===== src/rtl/bxt_pkg.sv =====
package bxt_pkg;
  localparam int unsigned BXT_CNT_W     = 12;
  localparam int unsigned BXT_ORBIT_LEN = 3564;
  localparam int unsigned BXT_MATCH_W   = 8;
  localparam int unsigned BXT_NUM_CH    = 2;

  // Per-bunch control produced centrally and fanned out to channels
  typedef struct packed {
    logic pulse;
    logic rst;
  } bxt_ctl_t;
endpackage


===== src/rtl/bxt_counter.sv =====
module bxt_counter #(
  parameter int unsigned CNT_W     = 12,
  parameter int unsigned ORBIT_LEN = 3564
) (
  input  logic             clk,
  input  logic             rst_n,
  input  logic             bc_zero,
  input  logic             msg_sent,
  output logic [CNT_W-1:0] count,
  output logic [CNT_W-1:0] orbit_count,
  output logic             bunch_err,
  output logic             strobe_q
);
  localparam logic [CNT_W-1:0] LAST_BX = CNT_W'(ORBIT_LEN - 1);
  localparam logic [CNT_W-1:0] ONE     = CNT_W'(1);

  logic [CNT_W-1:0] cnt_q, cnt_d;
  logic [CNT_W-1:0] orb_q;
  logic             err_q, err_d;
  logic             armed_q, armed_d;
  logic             stb_q;
  logic             mismatch;

  always_comb begin
    cnt_d    = bc_zero ? '0 : cnt_q + ONE;
    armed_d  = armed_q | bc_zero;
    mismatch = bc_zero & armed_q & (cnt_q != LAST_BX);
    if (mismatch)      err_d = 1'b1;
    else if (msg_sent) err_d = 1'b0;
    else               err_d = err_q;
  end

  always_ff @(posedge clk or negedge rst_n) begin
    if (!rst_n) begin
      cnt_q   <= '0;
      orb_q   <= '0;
      err_q   <= 1'b0;
      armed_q <= 1'b0;
      stb_q   <= 1'b0;
    end else begin
      cnt_q   <= cnt_d;
      if (bc_zero) orb_q <= cnt_q;
      err_q   <= err_d;
      armed_q <= armed_d;
      stb_q   <= bc_zero;
    end
  end

  assign count       = cnt_q;
  assign orbit_count = orb_q;
  assign bunch_err   = err_q;
  assign strobe_q    = stb_q;


  count_step_chk: assert property (@(posedge clk) disable iff (!rst_n)
    !bc_zero |=> count == $past(count) + ONE);

  orbit_capture_chk: assert property (@(posedge clk) disable iff (!rst_n)
    bc_zero |=> orbit_count == $past(count));

  err_sticky_chk: assert property (@(posedge clk) disable iff (!rst_n)
    (bunch_err && !msg_sent) |=> bunch_err);
endmodule


===== src/rtl/bxt_pulse.sv =====
module bxt_pulse #(
  parameter int unsigned CNT_W   = 12,
  parameter int unsigned MATCH_W = 8
) (
  input  logic               clk,
  input  logic               rst_n,
  input  logic [CNT_W-1:0]   count,
  input  logic               pulse_en,
  input  logic [MATCH_W-1:0] match_val,
  output logic               fire
);
  logic fire_q, fire_d;
  logic hit;

  always_comb begin
    hit    = (count[MATCH_W-1:0] == match_val);
    fire_d = pulse_en & hit & ~fire_q;
  end

  always_ff @(posedge clk or negedge rst_n) begin
    if (!rst_n) fire_q <= 1'b0;
    else        fire_q <= fire_d;
  end

  assign fire = fire_q;


  one_cycle_chk: assert property (@(posedge clk) disable iff (!rst_n)
    fire |=> !fire);

  enable_gate_chk: assert property (@(posedge clk) disable iff (!rst_n)
    fire |-> $past(pulse_en));
endmodule


===== src/rtl/bxt_fanout.sv =====
module bxt_fanout
  import bxt_pkg::*;
#(
  parameter int unsigned NUM_CH = 2
) (
  input  logic              clk,
  input  logic              rst_n,
  input  bxt_ctl_t          ctl,
  input  logic              pulse_pol,
  output logic [NUM_CH-1:0] test_pulse,
  output logic [NUM_CH-1:0] chan_reset
);
  logic [NUM_CH-1:0] tp_q;
  logic [NUM_CH-1:0] rs_q;
  logic              tp_d;

  always_comb tp_d = pulse_pol ? ctl.pulse : ~ctl.pulse;

  for (genvar ch = 0; ch < NUM_CH; ch++) begin : g_ch
    always_ff @(posedge clk or negedge rst_n) begin
      if (!rst_n) begin
        tp_q[ch] <= 1'b0;
        rs_q[ch] <= 1'b0;
      end else begin
        tp_q[ch] <= tp_d;
        rs_q[ch] <= ctl.rst;
      end
    end
  end

  assign test_pulse = tp_q;
  assign chan_reset = rs_q;


  chan_align_chk: assert property (@(posedge clk) disable iff (!rst_n)
    (test_pulse == {NUM_CH{test_pulse[0]}}) && (chan_reset == {NUM_CH{chan_reset[0]}}));

  active_level_chk: assert property (@(posedge clk) disable iff (!rst_n)
    ctl.pulse |=> test_pulse[0] == $past(pulse_pol));
endmodule


===== src/rtl/bxt_bunch_timer.sv =====
module bxt_bunch_timer
  import bxt_pkg::*;
#(
  parameter int unsigned CNT_W     = BXT_CNT_W,
  parameter int unsigned ORBIT_LEN = BXT_ORBIT_LEN,
  parameter int unsigned MATCH_W   = BXT_MATCH_W,
  parameter int unsigned NUM_CH    = BXT_NUM_CH
) (
  input  logic               clk,
  input  logic               rst_n,
  input  logic               bc_zero,
  input  logic               msg_sent,
  input  logic               pulse_en,
  input  logic               pulse_pol,
  input  logic [MATCH_W-1:0] match_val,
  output logic [CNT_W-1:0]   count,
  output logic [CNT_W-1:0]   orbit_count,
  output logic               bunch_err,
  output logic [NUM_CH-1:0]  test_pulse,
  output logic [NUM_CH-1:0]  chan_reset
);
  logic     stb_q;
  logic     fire;
  bxt_ctl_t ctl;

  bxt_counter #(.CNT_W(CNT_W), .ORBIT_LEN(ORBIT_LEN)) u_counter (
    .clk(clk), .rst_n(rst_n), .bc_zero(bc_zero), .msg_sent(msg_sent),
    .count(count), .orbit_count(orbit_count), .bunch_err(bunch_err),
    .strobe_q(stb_q)
  );

  bxt_pulse #(.CNT_W(CNT_W), .MATCH_W(MATCH_W)) u_pulse (
    .clk(clk), .rst_n(rst_n), .count(count), .pulse_en(pulse_en),
    .match_val(match_val), .fire(fire)
  );

  always_comb begin
    ctl.pulse = fire;
    ctl.rst   = stb_q;
  end

  bxt_fanout #(.NUM_CH(NUM_CH)) u_fanout (
    .clk(clk), .rst_n(rst_n), .ctl(ctl), .pulse_pol(pulse_pol),
    .test_pulse(test_pulse), .chan_reset(chan_reset)
  );
endmodule


===== config.mk =====
export PLATFORM = sky130hd
export DESIGN_NAME = bxt_bunch_timer
export DESIGN_NICKNAME = d
export VERILOG_FILES = /design/src/rtl/bxt_pkg.sv /design/src/rtl/bxt_counter.sv /design/src/rtl/bxt_pulse.sv /design/src/rtl/bxt_fanout.sv /design/src/rtl/bxt_bunch_timer.sv
export SDC_FILE = /design/constraint.sdc
export NUM_CORES = 1
export LEC_CHECK = 0
export CORE_UTILIZATION = 65
export CTS_CLUSTER_DIAMETER = 80
export DETAILED_ROUTE_END_ITERATION = 10
export DONT_BUFFER_PORTS = 1
export PLACE_DENSITY = 0.81
export SLEW_MARGIN = 20
export SYNTH_ARGS = -nofsm -noshare
export SYNTH_HDL_FRONTEND = slang
export SYNTH_HIERARCHICAL = 1
export SYNTH_SLANG_ARGS = --single-unit

===== constraint.sdc =====
create_clock -name clk -period 3.1 [get_ports clk]
set_input_delay 0.31 -clock clk [delete_from_list [all_inputs] [get_ports clk]]
set_output_delay 0.31 -clock clk [all_outputs]
set_load 0.05 [all_outputs]

==> impl_metrics.csv <==
group,metric,value,unit
floorplanning,die_x,47.5,um
pwr,leakagePower,0.000616,uW
synthesis,synth.distinct_cells,29,
timing,rsz0062_at_grt,"no",
synthesis,yosysWarningCount,6,
floorplanning,dieArea,2260,um2
routing,remaining_drc_errors,0,
floorplanning,start_util,68.6,%
timing,clock_skew,14.4,ps
finish,instances_no_fill,143,
synthesis,syn_inst,109,
setup_path,cp-end-kind,"register",
job,drv_cap,0,
finish,multi_input_area,547,um2
routing,viasPerCell,6.36,
pwr,p_per_area,545,nW/um2
global_route,grt_max_degree,31,
place,hpwl,1630,um
floorplanning,die_h,47.5,um
place,dpl.cell_count,131,
setup_path,crit_fanout,8,
routing,wire_per_inst,17.0,um
timing,fin_crit,1980,ps
synthesis,ys_ff_latch,30,
min_path,min_from,"bc_zero",
setup_path,cp-start-kind,"register",
synthesis,ys_async_sr_fraction,100,%
routing,ant_nets,0,
timing,hold_slack,10.9,ps
finish,num_antenna_cells,0,
setup_path,crit_required,3380,ps
synthesis,syn_area_per_cell,12.3,um2
setup_path,cp.arrival,2260,ps
setup_path,worst-r2r-setup-slack,1120,ps
cts,worst_skew_pair.late_latency,350,ps
timing,slew_headroom,42.2,%
setup_path,critPathLaunch,"u_counter/count[0]",
cts,cts_tree,"built",
timing,max_freq,504,MHz
pwr,ir_drop,500,uV
finish,layout-drive-gt1-share,22.4,%
routing,drt_iter0_drc,27,
timing,hold_violations,0,
finish,num-fill-cells,158,
min_path,hp-class,"in2reg",
finish,fin_nets,131,
place,portBuffers,0,
synthesis,synthesis.area,1350,um2
synthesis,ys.flop_type,"dfrtp_1",
cts,numCtsBuffers,5,
global_route,grt_pass1_wl,3690,um
global_route,grt-ovfl-total,0,
synthesis,synth_nets,125,
synthesis,netlist.area_leader.share,55.8,%
floorplanning,num_io_pins,43,
cts,cts.sinks,30,
setup_path,critPathCapture,"u_counter/count[10]",
timing,report.final.slew_viol_count,0,
floorplanning,rows,16,
global_route,antenna_found_initial,0,
setup_path,r2r-end,"u_counter/count[10]",
synthesis,synth_area_leaders,"dfrtp_1, mux2_2, xnor2_1",
routing,drt_wl_total,2430,um
routing,drtPass1Iterations,4,
cts,clockBufferDepth,2,
status,status,"complete, no violations",
setup_path,r2r_cells,4,
cts,h-tree-depth,2,
place,gp_congestion,0.806,
synthesis,synth_top_area_cell,"dfrtp_1",
cts,root_buffer,"clkbuf_4",
routing,vias,909,
setup_path,r2r-start,"u_counter/count[0]",
finish,area_growth,8.74,%
finish,final-seq-area,751,um2
synthesis,synth-edff-count,0,
global_route,grt_pass1_vias,859,
setup_path,path_class,"reg2reg",
timing,setup_viol,0,
timing,post-route-period-util,64.0,%
cts,cts.reportedPaths.clkPinSlew,110,ps
global_route,track_usage,25.1,%
timing,worst_pin_slew,868,ps
synthesis,seq_area_frac_synth,55.8,%
floorplanning,core_area,1960,um2
timing,finalSetupTns,0,ps
[placed cells by master (no fill, tap or decap), types with 3 or more instances in the layout]
master / count
xnor2_1: 10
nand4_1: 5
clkbuf_4: 5
nand2_1: 4
o21ai_0: 3
dfrtp_1: 30
dlygate4sd3_1: 3
o31ai_1: 4
mux2_2: 12
nand3_1: 4
a21oi_1: 7
nor2_1: 4
or4_1: 4
[worst max-delay path, cell delays in order (launching register included)]
cell and delay, ps:
dfrtp_1 800, ha_1 280, nand3_1 150, or4_1 540, a21oi_1 160
[power by group]
part	internal (uW)	switching, uW
combinational	21.1	15.8
sequential	400	52.9
clock	167	141
total	588	209
[metrics by stage]
step | area, um2 | setup slack, ps | util (%) | power [uW]
2_1_floorplan | 1350 | 1300 | - | 489
3_3_place_gp | 1340 | 1230 | 68.0 | 485
3_5_place_dp | 1340 | 1130 | 68.0 | 485
4_1_cts | 1450 | 1120 | 74.0 | 801
5_1_grt | 1460 | 1040 | 74.6 | 825
6_report | 1460 | 1120 | 74.6 | 798
[final cells by class]
cell class,count,share of cell area (%)
Timing Repair Buffer,4,3.42
Clock inverter,3,2.74
Sequential cell,30,51.3
Multi-Input combinational cell,73,37.4
Tap cell,27,2.31
Inverter,1,0.257
Clock buffer,5,2.57
[synthesized netlist by cell type (2+ instances only)]
cell type and number:
a21oi_1 7, buf_4 2, dfrtp_1 30, ha_1 2
mux2_2 12, nand2_1 4, nand3_1 4, nand4_1 5
nor2_1 4, o21ai_0 3, o31ai_1 4, or3_1 2
or4_1 4, xnor2_1 10, xor2_1 2
[per-layer routing]
| metal | GRT usage, % | vias to the layer above | wire length, um |
|---|---|---|---|
| met5 | 0 | - | 0 |
| met1 | 29.3 | 455 | 976 |
| met4 | 9.14 | 0 | 31 |
| li1 | - | 407 | - |
| met2 | 39.7 | 44 | 1200 |
| met3 | 13.2 | 3 | 214 |
[state kept, by name, indices dropped and copies added (netlist names)]
signal and cells:
u_counter/strobe_q 1, u_counter/count 12, u_counter/orbit_count 12, u_pulse/fire 1, u_counter/armed_q 1, u_fanout/chan_reset 1, u_counter/bunch_err 1, u_fanout/test_pulse 1
[how the worst min path moves through the flow]
| stage | endpoint | slack (ps) | cells past startpoint |
|---|---|---|---|
| after global placement | u_counter/orbit_count[8] | 10 | 0 |
| after floorplan | u_counter/armed_q | 10 | 0 |
| after global routing | u_counter/count[7] | -0.2 | 1 |
| after detailed placement | u_fanout/test_pulse[0] | 10 | 0 |
| after CTS | u_counter/count[7] | 4 | 1 |
| final | u_counter/count[9] | 10 | 1 |
[cells by family after synthesis]
group           Yosys count  synth area share, %
simple gates             32                 14.5
flops                    30                 55.8
compound gates           15                 6.42
xor+xnor                 12                 7.81
mux                      12                 10.0
buf+inv                   6                 3.53
fa+ha+maj                 2                 1.86
[what timing repair did]
action	in CTS	in global routing
setup buffers	0	0
resized for setup	0	0
hold buffers	3	1
hold endpoints to repair	31	1
Power figures use the tool's default switching activity.
